File: src/rtl/rs_pkg.sv
package rs_pkg;
  localparam int DATA_W = 32;
  localparam int TAG_W  = 5;
  localparam int OP_W   = 6;

  typedef struct packed {
    logic              rdy;
    logic [TAG_W-1:0]  tag;
    logic [DATA_W-1:0] val;
  } opnd_t;

  typedef struct packed {
    logic [OP_W-1:0]  op;
    logic [TAG_W-1:0] tag;
    opnd_t            a;
    opnd_t            b;
  } instr_t;

  // Returns the operand after watching one broadcast.
  function automatic opnd_t snoop(input opnd_t o, input logic cv,
                                  input logic [TAG_W-1:0] ct,
                                  input logic [DATA_W-1:0] cd);
    opnd_t r;
    r = o;
    if (!o.rdy && cv && (o.tag == ct)) begin
      r.rdy = 1'b1;
      r.val = cd;
    end
    return r;
  endfunction
endpackage

File: src/rtl/rs_entry.sv
module rs_entry
  import rs_pkg::*;
(
  input  logic              clk,
  input  logic              rst,
  input  logic              wr_en,
  input  logic              clr,
  input  instr_t            wr_instr,
  input  logic              cdb_valid,
  input  logic [TAG_W-1:0]  cdb_tag,
  input  logic [DATA_W-1:0] cdb_data,
  output logic              busy,
  output instr_t            slot,
  output logic              ready
);
  always_ff @(posedge clk) begin
    if (rst)        busy <= 1'b0;
    else if (wr_en) busy <= 1'b1;
    else if (clr)   busy <= 1'b0;
  end

  // Payload has no reset so it maps onto plain registers.
  always_ff @(posedge clk) begin
    if (wr_en) begin
      slot.op  <= wr_instr.op;
      slot.tag <= wr_instr.tag;
      slot.a   <= snoop(wr_instr.a, cdb_valid, cdb_tag, cdb_data);
      slot.b   <= snoop(wr_instr.b, cdb_valid, cdb_tag, cdb_data);
    end else begin
      slot.a   <= snoop(slot.a, cdb_valid, cdb_tag, cdb_data);
      slot.b   <= snoop(slot.b, cdb_valid, cdb_tag, cdb_data);
    end
  end

  assign ready = busy && slot.a.rdy && slot.b.rdy;

  AST_CAPTURE_A: assert property (@(posedge clk) disable iff (rst)
    (busy && !wr_en && !slot.a.rdy && cdb_valid && cdb_tag == slot.a.tag)
    |=> (slot.a.rdy && slot.a.val == $past(cdb_data)));
  AST_CAPTURE_B: assert property (@(posedge clk) disable iff (rst)
    (busy && !wr_en && !slot.b.rdy && cdb_valid && cdb_tag == slot.b.tag)
    |=> (slot.b.rdy && slot.b.val == $past(cdb_data)));
  AST_KEEP_READY_A: assert property (@(posedge clk) disable iff (rst)
    (busy && !wr_en && slot.a.rdy) |=> (slot.a.rdy && $stable(slot.a.val)));
  AST_KEEP_READY_B: assert property (@(posedge clk) disable iff (rst)
    (busy && !wr_en && slot.b.rdy) |=> (slot.b.rdy && $stable(slot.b.val)));
endmodule

File: src/rtl/rs_free_pick.sv
module rs_free_pick #(
  parameter int N = 4
) (
  input  logic [N-1:0] busy,
  output logic         any_free,
  output logic [N-1:0] pick
);
  always_comb begin
    pick = '0;
    for (int i = N - 1; i >= 0; i--) begin
      if (!busy[i]) begin
        pick    = '0;
        pick[i] = 1'b1;
      end
    end
  end

  assign any_free = ~&busy;
endmodule

File: src/rtl/rs_age_select.sv
module rs_age_select #(
  parameter int N = 4
) (
  input  logic         clk,
  input  logic         rst,
  input  logic [N-1:0] alloc,
  input  logic [N-1:0] busy,
  input  logic [N-1:0] ready,
  output logic [N-1:0] grant
);
  // older[i][j] set: slot i was issued before slot j.
  logic [N-1:0] older [N];

  always_ff @(posedge clk) begin
    if (rst) begin
      for (int i = 0; i < N; i++) older[i] <= '0;
    end else begin
      for (int i = 0; i < N; i++) begin
        for (int j = 0; j < N; j++) begin
          if (alloc[i])      older[i][j] <= 1'b0;
          else if (alloc[j]) older[i][j] <= 1'b1;
        end
      end
    end
  end

  always_comb begin
    for (int i = 0; i < N; i++) begin
      logic blk;
      blk = 1'b0;
      for (int j = 0; j < N; j++) begin
        if (j != i && ready[j] && older[j][i]) blk = 1'b1;
      end
      grant[i] = ready[i] && !blk;
    end
  end

  AST_GRANT_ONEHOT: assert property (@(posedge clk) disable iff (rst)
    $onehot0(grant));

  for (genvar gi = 0; gi < N; gi++) begin : g_row
    for (genvar gj = gi + 1; gj < N; gj++) begin : g_col
      AST_AGE_ORDER: assert property (@(posedge clk) disable iff (rst)
        (busy[gi] && busy[gj]) |-> (older[gi][gj] != older[gj][gi]));
    end
  end
endmodule

File: src/rtl/resv_station.sv
module resv_station
  import rs_pkg::*;
#(
  parameter int NUM_SLOTS = 4
) (
  input  logic              clk,
  input  logic              rst,
  input  logic              issue_valid,
  input  logic [OP_W-1:0]   issue_op,
  input  logic [TAG_W-1:0]  issue_tag,
  input  logic              issue_a_rdy,
  input  logic [TAG_W-1:0]  issue_a_tag,
  input  logic [DATA_W-1:0] issue_a_val,
  input  logic              issue_b_rdy,
  input  logic [TAG_W-1:0]  issue_b_tag,
  input  logic [DATA_W-1:0] issue_b_val,
  output logic              full,
  input  logic              cdb_valid,
  input  logic [TAG_W-1:0]  cdb_tag,
  input  logic [DATA_W-1:0] cdb_data,
  input  logic              fu_ready,
  output logic              disp_valid,
  output logic [OP_W-1:0]   disp_op,
  output logic [TAG_W-1:0]  disp_tag,
  output logic [DATA_W-1:0] disp_a,
  output logic [DATA_W-1:0] disp_b
);
  logic [NUM_SLOTS-1:0] busy, ready, pick, grant, wr_en, clr;
  logic                 any_free, accept, fire;
  instr_t               slots [NUM_SLOTS];
  instr_t               new_instr, sel;

  assign new_instr.op  = issue_op;
  assign new_instr.tag = issue_tag;
  assign new_instr.a   = '{rdy: issue_a_rdy, tag: issue_a_tag, val: issue_a_val};
  assign new_instr.b   = '{rdy: issue_b_rdy, tag: issue_b_tag, val: issue_b_val};

  assign full   = !any_free;
  assign accept = issue_valid && any_free;
  assign fire   = fu_ready && (|ready);
  assign wr_en  = pick & {NUM_SLOTS{accept}};
  assign clr    = grant & {NUM_SLOTS{fire}};

  rs_free_pick #(.N(NUM_SLOTS)) i_free_pick (
    .busy(busy), .any_free(any_free), .pick(pick)
  );

  rs_age_select #(.N(NUM_SLOTS)) i_age_select (
    .clk(clk), .rst(rst), .alloc(wr_en), .busy(busy),
    .ready(ready), .grant(grant)
  );

  for (genvar s = 0; s < NUM_SLOTS; s++) begin : g_slot
    rs_entry i_entry (
      .clk(clk), .rst(rst), .wr_en(wr_en[s]), .clr(clr[s]),
      .wr_instr(new_instr), .cdb_valid(cdb_valid), .cdb_tag(cdb_tag),
      .cdb_data(cdb_data), .busy(busy[s]), .slot(slots[s]),
      .ready(ready[s])
    );
  end

  always_comb begin
    sel = '0;
    for (int i = 0; i < NUM_SLOTS; i++) begin
      if (grant[i]) sel = sel | slots[i];
    end
  end

  always_ff @(posedge clk) begin
    if (rst) begin
      disp_valid <= 1'b0;
      disp_op    <= '0;
      disp_tag   <= '0;
      disp_a     <= '0;
      disp_b     <= '0;
    end else begin
      disp_valid <= fire;
      if (fire) begin
        disp_op  <= sel.op;
        disp_tag <= sel.tag;
        disp_a   <= sel.a.val;
        disp_b   <= sel.b.val;
      end
    end
  end

  AST_DISP_NEEDS_FU: assert property (@(posedge clk) disable iff (rst)
    disp_valid |-> $past(fu_ready));
  AST_FULL_HOLDS: assert property (@(posedge clk) disable iff (rst)
    (full && !fire) |=> full);
  AST_FREE_AFTER_DISP: assert property (@(posedge clk) disable iff (rst)
    (full && fire) |=> !full);
endmodule

File: config.mk
export PLATFORM = sky130hd
export DESIGN_NAME = resv_station
export DESIGN_NICKNAME = d
export VERILOG_FILES = /design/src/rtl/rs_pkg.sv /design/src/rtl/rs_entry.sv /design/src/rtl/rs_free_pick.sv /design/src/rtl/rs_age_select.sv /design/src/rtl/resv_station.sv
export SDC_FILE = /design/constraint.sdc
export NUM_CORES = 1
export LEC_CHECK = 0
export ABC_CLOCK_PERIOD_IN_PS = 7300
export BUFFER_PORTS_ARGS = -buffer_cell sky130_fd_sc_hd__buf_2
export CAP_MARGIN = 20
export CORE_MARGIN = 3
export CORE_UTILIZATION = 63
export DETAILED_ROUTE_END_ITERATION = 8
export PLACE_DENSITY_LB_ADDON = 0.25
export SLEW_MARGIN = 20
export SYNTH_ARGS = -nofsm -noshare
export SYNTH_HDL_FRONTEND = slang
export SYNTH_SLANG_ARGS = --single-unit
File: constraint.sdc
create_clock -name clk -period 7.3 [get_ports clk]
set_input_delay 0.365 -clock clk [delete_from_list [all_inputs] [get_ports clk]]
set_output_delay 0.365 -clock clk [all_outputs]
set_load 0.05 [all_outputs]
==> After elaboration in Yosys (flattened, before gate mapping) <==
Memory sizes are Yosys's and may differ from the RTL's.
Cells that the tools add are included.
{ "word_totals": {"reg_bits": 428, "ramBits": 16, "word_cells": 290, "mem_count": 1} }
{ "op_classes": {"eq_ne": 10, "muxes": 130, "bitwise": 33, "n_reduce_logical": 75} }
{ "mem_list": {"columns": ["memory", "words", "word_bits", "read_ports", "rd_clocked_by_memory_dff", "write_ports", "line_no", "source"], "rows": [
  ["i_age_select.older", 4, 4, 4, 0, 4, "rs_age_select.sv:12", "logic [N-1:0] older [N];"]
]} }
{ "op_table": {"columns": ["op", "n"], "rows": [
  ["2-to-1 mux 87 bit", 4],
  ["2-to-1 mux 32 bit", 10],
  ["2-to-1 mux 76 bit", 4],
  ["bitwise OR 87 bit", 3],
  ["2-to-1 mux 1 bit", 108],
  ["equality test 5 bit", 10],
  ["logical AND 1 bit", 46],
  ["bitwise OR 1 bit", 28],
  ["nonzero test 2 bit", 12],
  ["2-to-1 mux 4 bit", 4],
  ["zero test 1 bit", 15],
  ["bitwise AND 4 bit", 2],
  ["AND reduction 4 bit", 1],
  ["OR reduction 4 bit", 1]
]} }

==> Logic depth before layout (Yosys ltp) <==
Gate-level depths: netlist (run 1).
{ "depth": {"depth_word": 15, "depth_mapped": 8, "ltp_nobuf": 5} }

==> Cells and area by module <==
Synthesis (run 1) repeated with hierarchy kept, for this count alone.
{ "hier_totals": {"cells_unflattened": 1230, "area_unflattened_um2": 19742.7} }
{ "by_module_without_submodules": {"columns": ["module", "n_inst", "cells_per_inst", "area_each_um2", "seq_area_each_um2"], "rows": [
  ["rs_entry", 4, 202, 3731.1, 2632.5],
  ["resv_station", 1, 362, 4154.0, 1521.5],
  ["rs_age_select", 1, 55, 628.1, 360.3],
  ["rs_free_pick", 1, 5, 36.3, 0.0]
]} }

==> Least setup slack after synthesis (run 1) <==
OpenSTA, ideal clock, no wires.
{ "synth_timing": {"kind": "input -> register", "from": "input cdb_tag[2]", "to": "register g_slot[2].i_entry.slot[0] (netlist name), enable pin", "setup_time_ns": 0.516, "arrival_ns": 4.258, "required_time_ns": 6.784, "path_slack_ns": 2.527, "path_stages": 4, "cell_sequence": "buf_4 > xnor2_1 > nand4_1 > o41ai_1"} }
{ "synth_between": {"elab_chain_cells": 3} }
{ "synth_lines": {"columns": ["item", "line_no", "source"], "rows": [
  ["start: declaration", "resv_station.sv:19", "input logic [TAG_W-1:0] cdb_tag,"],
  ["equality test 5 bit", "rs_pkg.sv:25", "if (!o.rdy && cv && (o.tag == ct)) begin"],
  ["logical AND 1 bit", "rs_pkg.sv:25", null],
  ["nonzero test 2 bit (no line)", null, null],
  ["end: declaration", "rs_entry.sv:13", "output instr_t slot,"]
]} }
No other way between the ends.
A chain may end at the register's enable or synchronous reset.

==> impl_metrics.toml, run 1 <==
[layout]
area_delta_synth_final_pct = 15.7
design_area_um2 = 21700
drive_above_1_share = 0.397
fin_cells = 1855
final_nets = 1560
post-route-util = 0.748

[worst_setup_path]
regToRegSetupSlack_ps = 4150
critPathKind = "reg -> reg"
cp-end-kind = "flop"
critical_path.startpoint_type = "flop"
cp_max_fo = 23
rr_endpoint = "i_age_select.older[0][4]$_SDFFCE_PN0P_"
cpPeakStageDelay_ps = 1010
crit_chain = "nand2b_1 -> clkinv_1 -> nor2_1 -> nand2_1"
cp_slowest_cell = "clkinv_1"
reg2reg_depth = 4
worstPathArrival_ps = 3420
required_ps = 7570
r2r_start = "g_slot[0].i_entry.busy$_SDFFE_PP0P_"

[cts]
post_cts_buffers = 0
root_buffer = "clkbuf_16"
cts_tree = "done"
htree_levels = 2
numClockSinks = 440
cts_buffer_depth = 3
clk_pin_slew_ps = 70
ctsResizeCount = 0
numCtsBuffers = 44
holdBufCountCts = 0
worstSkewPairLatency_ps = 540

[sta]
setup-tns-final_ps = 0
skew_ps = 12.5
rsz0062_at_grt = "no"
slew_viol_final = 0
layout_setup_ws_ps = 4150
period_share = 0.431
relSlewSlack = 0.228
post-route-min-period_ps = 3150
setup_viol_count_final = 0
hold_viol = 0
whs_ps = 47.8
max_freq_ghz = 0.318
worst_slew_pin_slew_ps = 1160

[job]
drv_cap = 0

[drt]
first_pass_iters = 9
ant_nets = 0
route.detailed.drc = 0
wl_um = 48300
vias = 12200
first_iter_violations = 1561
vias_per_cell = 6.57
wl_per_cell_um = 26.0

[logic_synthesis]
ys_async_sr_fraction = 0
syn-instance-count = 1254
synth_edf_count = 360
yosysWarnings = 0
synth_cell_types = 44
syn_area_per_cell_um2 = 15.0
synth-main-ff-cell = "edfxtp_1"
syn-cell-area_um2 = 18800
ys_seq_area_frac = 0.662
ys_seq_elements = 440
synth_nets = 1383

[run_status]
outcome = "completed"

[worst_hold_path]
worstHoldPathCells = 1
worst_hold_startpoint = "issue_op[4]"
min_to = "g_slot[0].i_entry.slot[85]$_DFFE_PP_"
hold_class = "in -> reg"

[power_and_ir_drop]
leakagePower_nw = 7.53
power.total_mw = 5.83
power_density_nw_per_um2 = 269
vdd_drop_max_mv = 0.240

[floorplanning]
rows = 62
initial_utilization = 0.647
ios = 206
dieArea_um2 = 31900
die_h_um = 179
fp.coreArea_um2 = 29000
fp.dieW_um = 179

[global_routing]
grt_overflow = 0
antenna_found_initial = 13
grt_pass1_wl_um = 72700
grt.total_usage = 0.301
grt_pass1_vias = 12400
grt_max_degree = 101

[place]
numPortBuffers = 205
placedCellCount = 1769
dpl-instance-area_um2 = 20100
dp_slack_ps = 3930
place_congestion = 0.812
dp_hpwl_um = 26000
==> per-layer routing <==
| metal | vias up | GRT usage | routed length (µm) |
|---|---|---|---|
| met5 | - | 0 | 94 |
| met1 | 6009 | 0.407 | 18700 |
| met4 | 16 | 0.0968 | 1270 |
| met3 | 111 | 0.0651 | 4820 |
| met2 | 658 | 0.491 | 23500 |
| li1 | 5386 | - | - |
==> cell usage after synthesis, types with 2 or more instances <==
cell type,count,area share
a211oi_1,2,0.00080
dfxtp_1,80,0.085
and2_1,2,0.00067
buf_2,16,0.0043
buf_1,6,0.0012
o41ai_1,7,0.0033
and3_1,4,0.0013
buf_4,8,0.0032
nand2_1,90,0.018
or3_1,4,0.0013
nand3_1,4,0.0011
xor2_1,17,0.0079
clkbuf_1,55,0.011
nor3_1,2,0.00053
inv_1,9,0.0018
mux2_2,256,0.15
nand4_1,19,0.0063
a21oi_1,8,0.0021
nor2_1,15,0.0030
edfxtp_1,360,0.58
a31oi_1,75,0.025
xnor2_1,30,0.014
nor4_4,2,0.0023
and4_1,5,0.0023
o21ai_0,76,0.020
buf_6,10,0.0060
a222oi_1,75,0.040
==> cell usage in the layout (no fill, tap or decap), drive strengths merged, types with 2 or more instances in the layout <==
cell	n
clkinv	18
xor2	17
a31oi	75
nand3	4
a222oi	75
bufinv	10
o41ai	7
mux2	256
inv	8
nor4	2
diode	6
nand2	90
a211oi	2
nor2	15
o21ai	76
and3	4
clkinvlp	5
nor3	2
edfxtp	360
dfxtp	80
nand4	19
and2	2
clkbuf	49
a21oi	9
buf	227
and4	5
or3	4
xnor2	30
==> final cells by class <==
cell class                      instances  area (µm²)
Sequential cell                       440       12400
Fill cell                            1818        7320
Multi-Input combinational cell        708        5970
Timing Repair Buffer                  227        1190
Clock buffer                           49        1170
Tap cell                              384         480
Clock inverter                         31         413
Inverter                               10        37.5
Antenna cell                            6        15.0
==> state kept, by name, summed over array words and instances (netlist names) <==
name	flops
disp_op	6
disp_a	32
disp_b	32
disp_valid	1
g_slot.i_entry.busy	4
g_slot.i_entry.slot	348
i_age_select.older	12
disp_tag	5
==> worst max-delay path by stage <==
stage	from	end	slack [ps]	cells after the start
floorplan	cdb_tag[2]	g_slot[2].i_entry.slot[0]$_DFFE_PP_	2530	4
global placement	cdb_valid	g_slot[3].i_entry.slot[56]$_DFFE_PP_	4020	5
detailed placement	cdb_valid	g_slot[3].i_entry.slot[42]$_DFFE_PP_	3930	5
CTS	g_slot[1].i_entry.busy$_SDFFE_PP0P_	disp_a[1]$_SDFFE_PP0P_	4230	5
global route	g_slot[0].i_entry.busy$_SDFFE_PP0P_	i_age_select.older[0][4]$_SDFFCE_PN0P_	3950	4
finish	g_slot[0].i_entry.busy$_SDFFE_PP0P_	i_age_select.older[0][4]$_SDFFCE_PN0P_	4150	4
==> power by group <==
part / leakage, nW / switching, mW / internal (mW) / total (mW)
clock network: 0.766 / 0.953 / 1.51 / 2.46
logic: 2.79 / 0.328 / 0.177 / 0.505
registers: 3.98 / 0.0374 / 2.83 / 2.87
total: 7.53 / 1.32 / 4.51 / 5.83
==> cell families (layout without fill, tap and decap cells) <==
| logic type | count (synthesis) | count (layout) | synth area share |
|---|---|---|---|
| other | 0 | 6 | 0 |
| AO/OA/AOI/OAI | 253 | 253 | 0.0958 |
| XOR/XNOR | 47 | 47 | 0.0219 |
| AND/OR/NAND/NOR | 152 | 152 | 0.0390 |
| flip-flops | 440 | 440 | 0.662 |
| buffers and inverters | 106 | 317 | 0.0279 |
| multiplexers | 256 | 256 | 0.154 |
==> critical path: cells and delay by family (launching register included) <==
family	cells	cell delay, ps
AND/OR/NAND/NOR	3	1410
flip-flops	1	460
buffers and inverters	1	1010
Power figures use the tool's default switching activity.
==> inputs of run 2 (changes only) <==
--- a/config.mk
+++ b/config.mk
@@ -5,11 +5,12 @@
 export SDC_FILE = /design/constraint.sdc
 export NUM_CORES = 1
 export LEC_CHECK = 0
-export ABC_CLOCK_PERIOD_IN_PS = 7300
+export ABC_AREA = 1
+export ABC_CLOCK_PERIOD_IN_PS = 3000
 export BUFFER_PORTS_ARGS = -buffer_cell sky130_fd_sc_hd__buf_2
 export CAP_MARGIN = 20
 export CORE_MARGIN = 3
-export CORE_UTILIZATION = 63
+export CORE_UTILIZATION = 60
 export DETAILED_ROUTE_END_ITERATION = 8
 export PLACE_DENSITY_LB_ADDON = 0.25
 export SLEW_MARGIN = 20
==> constraint.sdc (replaced) <==
create_clock -name clk -period 3 [get_ports clk]
set_input_delay 0.15 -clock clk [delete_from_list [all_inputs] [get_ports clk]]
set_output_delay 0.15 -clock clk [all_outputs]
set_load 0.05 [all_outputs]
==> run 2 against run 1 <==
Against the previous run:
- final area up 15%
- worst hold slack worse by 39 ps
- final cell count up 66%
- critical endpoint is now g_slot[2].i_entry.slot[53]$_DFFE_PP_
- largest cell class unchanged
==> impl_metrics.toml, run 2 <==
[run_status]
outcome = "completed"

[logic_synthesis]
synth.most_common_cell = "nand3_1"
ys_seq_elements = 440
synth_nets = 2517
syn-instance-count = 2388
ys_async_sr_fraction = 0
yosys-top-cells-area = "edfxtp_1 51%, nand3_1 15%, nand2_1 9.4%"
syn_area_per_cell_um2 = 8.93
synth-main-ff-cell = "edfxtp_1"
synth_cell_types = 31
yosysWarnings = 0
ys_seq_area_frac = 0.582
synth_edf_count = 360
synth_top_area_frac = 0.507
yosysTopAreaCell = "edfxtp_1"
ys_top_cells_by_count = "647 x nand3_1, 534 x nand2_1, 360 x edfxtp_1"
syn-cell-area_um2 = 21300

[worst_setup_path]
r2r_start = "g_slot[0].i_entry.busy$_SDFFE_PP0P_"
regToRegSetupSlack_ps = 540
reg2reg_depth = 6
crit_chain = "nand2_1 -> nor3_4 -> buf_4 -> buf_4 -> nand3_1 -> nand2_1"
critPathKind = "reg -> reg"
cp_slowest_cell = "buf_4"
cpPeakStageDelay_ps = 600
cp-end-kind = "flop"
cp_max_fo = 49
critPathTopFamily = "buffers and inverters"
rr_endpoint = "g_slot[2].i_entry.slot[53]$_DFFE_PP_"
critical_path.startpoint_type = "flop"
required_ps = 3420
worstPathArrival_ps = 2880
cp_num_buf_inv = 2

[place]
numPortBuffers = 205
place_congestion = 0.897
placedCellCount = 2939
dp_hpwl_um = 40700

[worst_hold_path]
hold_class = "in -> reg"
min_to = "g_slot[0].i_entry.slot[37]$_SDFFCE_PN1P_"
worst_hold_startpoint = "issue_b_rdy"
worstHoldPathCells = 5

[drt]
wl_um = 68600
first_iter_violations = 2747
first_pass_iters = 9
wl_per_cell_um = 22.3
ant_nets = 0
vias = 19600
vias_per_cell = 6.35
route.detailed.drc = 0

[sta]
setup_viol_count_final = 0
rsz0062_at_grt = "no"
worst_slew_pin_slew_ps = 885
relSlewSlack = 0.409
whs_ps = 9.19
slew_viol_final = 0
max_freq_ghz = 0.407
setup-tns-final_ps = 0
period_share = 0.818
hold_viol = 0
post-route-min-period_ps = 2460
skew_ps = 14.9

[global_routing]
grt_max_degree = 95
grt_pass1_wl_um = 106000
grt_overflow = 0
grt_pass1_vias = 19100
antenna_found_initial = 1
grt.total_usage = 0.356

[cts]
cts_buffer_depth = 3
numCtsBuffers = 46
ctsResizeCount = 0
htree_levels = 2
numClockSinks = 440
cts_tree = "done"
worstSkewPairLatency_ps = 560
root_buffer = "clkbuf_16"
clk_pin_slew_ps = 60

[power_and_ir_drop]
power_density_nw_per_um2 = 597
vdd_drop_max_mv = 0.490
leakagePower_nw = 10.4

[floorplanning]
fp.dieW_um = 194
die_h_um = 194
rows = 68
dieArea_um2 = 37800
fp.coreArea_um2 = 34800
ios = 206
initial_utilization = 0.613

[layout]
reg.largest.list = "g_slot.i_entry.slot: 348 flops, disp_a: 32 flops, disp_b: 32 flops"
post-route-util = 0.718
fillers = 2556
final_nets = 2716
top_register = "g_slot.i_entry.slot"
drive_above_1_share = 0.160
layout.cells.most_common_list = "647 x nand3_1, 526 x nand2_1, 360 x edfxtp_1"
area_delta_synth_final_pct = 17.2
final_common_cell = "nand3_1"
n_antenna_cell = 0
multi_input_area_um2 = 7720
fin_cells = 3080
seq_area_um2 = 12400
largest_register_ffs = 348

[job]
drv_cap = 0
run 2: changes by cell type in the layout (fill, tap and decap cells not counted), sizes merged, moves of 75 or more:
cell | previous run | this run
mux2 | 256 | 0
inv | 8 | 140
nand2 | 90 | 582
nor2 | 15 | 204
a31oi | 75 | 0
nand3 | 4 | 653
a222oi | 75 | 0
run 2: final cells by class:
type | count | area share
multi-input combinational | 1641 | 0.309
sequential | 440 | 0.497
clock inverter | 20 | 0.00897
timing repair buffer | 317 | 0.0878
clock buffer | 66 | 0.0533
inverter | 141 | 0.0212
tap | 455 | 0.0228
run 2: routing by layer:
layer  routed length [µm]  up-vias  share of wire  GRT usage
li1                     -     8658              -          -
met3                 9020      317           0.13     0.0688
met5                   13        -        0.00019          0
met4                 3510        2          0.051      0.165
met2                31900     1582           0.46      0.579
met1                24200     8991           0.35      0.466
run 2: logic make-up after synthesis:
| family | Yosys count | share of synthesized area |
|---|---|---|
| and+or+nand+nor | 1515 | 0.323 |
| AOI/OAI and AO/OA | 118 | 0.0299 |
| DFF | 440 | 0.582 |
| buffers and inverters | 307 | 0.0614 |
| xor gates and xnor gates | 8 | 0.00329 |
run 2: tightest hold or removal path, cell delays in order:
cell	delay, ps
buf_2	80
inv_1	50
nand2_1	80
inv_2	60
nand2_1	50
run 2: through the flow:
stage	power, mW	worst slack (ps)	instance area [µm²]
finish	14.9	545	25000
global placement	8.99	754	22900
CTS	14.9	648	25000
global route	15.3	437	25000
detailed placement	9.04	680	22900
floorplan	8.36	53.3	21300
run 2: worst max-delay path by stage:
stage / endpoint / startpoint / depth (start not counted)
6_report: g_slot[2].i_entry.slot[53]$_DFFE_PP_ / g_slot[0].i_entry.busy$_SDFFE_PP0P_ / 6
5_1_grt: g_slot[2].i_entry.slot[58]$_DFFE_PP_ / g_slot[0].i_entry.busy$_SDFFE_PP0P_ / 6
3_5_place_dp: g_slot[2].i_entry.slot[53]$_DFFE_PP_ / g_slot[0].i_entry.busy$_SDFFE_PP0P_ / 6
3_3_place_gp: g_slot[2].i_entry.slot[75]$_SDFFCE_PN1P_ / g_slot[0].i_entry.busy$_SDFFE_PP0P_ / 5
2_1_floorplan: g_slot[0].i_entry.slot[0]$_DFFE_PP_ / g_slot[0].i_entry.busy$_SDFFE_PP0P_ / 9
4_1_cts: g_slot[2].i_entry.slot[53]$_DFFE_PP_ / g_slot[0].i_entry.busy$_SDFFE_PP0P_ / 6
run 2: power by group:
group	total (mW)	switching, mW	internal [mW]
clock network	5.90	2.38	3.51
logic	1.95	1.41	0.535
registers	7.08	0.101	6.97
total	14.9	3.90	11.0
run 2: timing repair:
| item | in CTS | in global routing |
|---|---|---|
| buffers inserted | 0 | 0 |
| hold buffers | 55 | 0 |
| endpoints found under the hold margin | 308 | 0 |
| setup endpoints to repair | 0 | 0 |
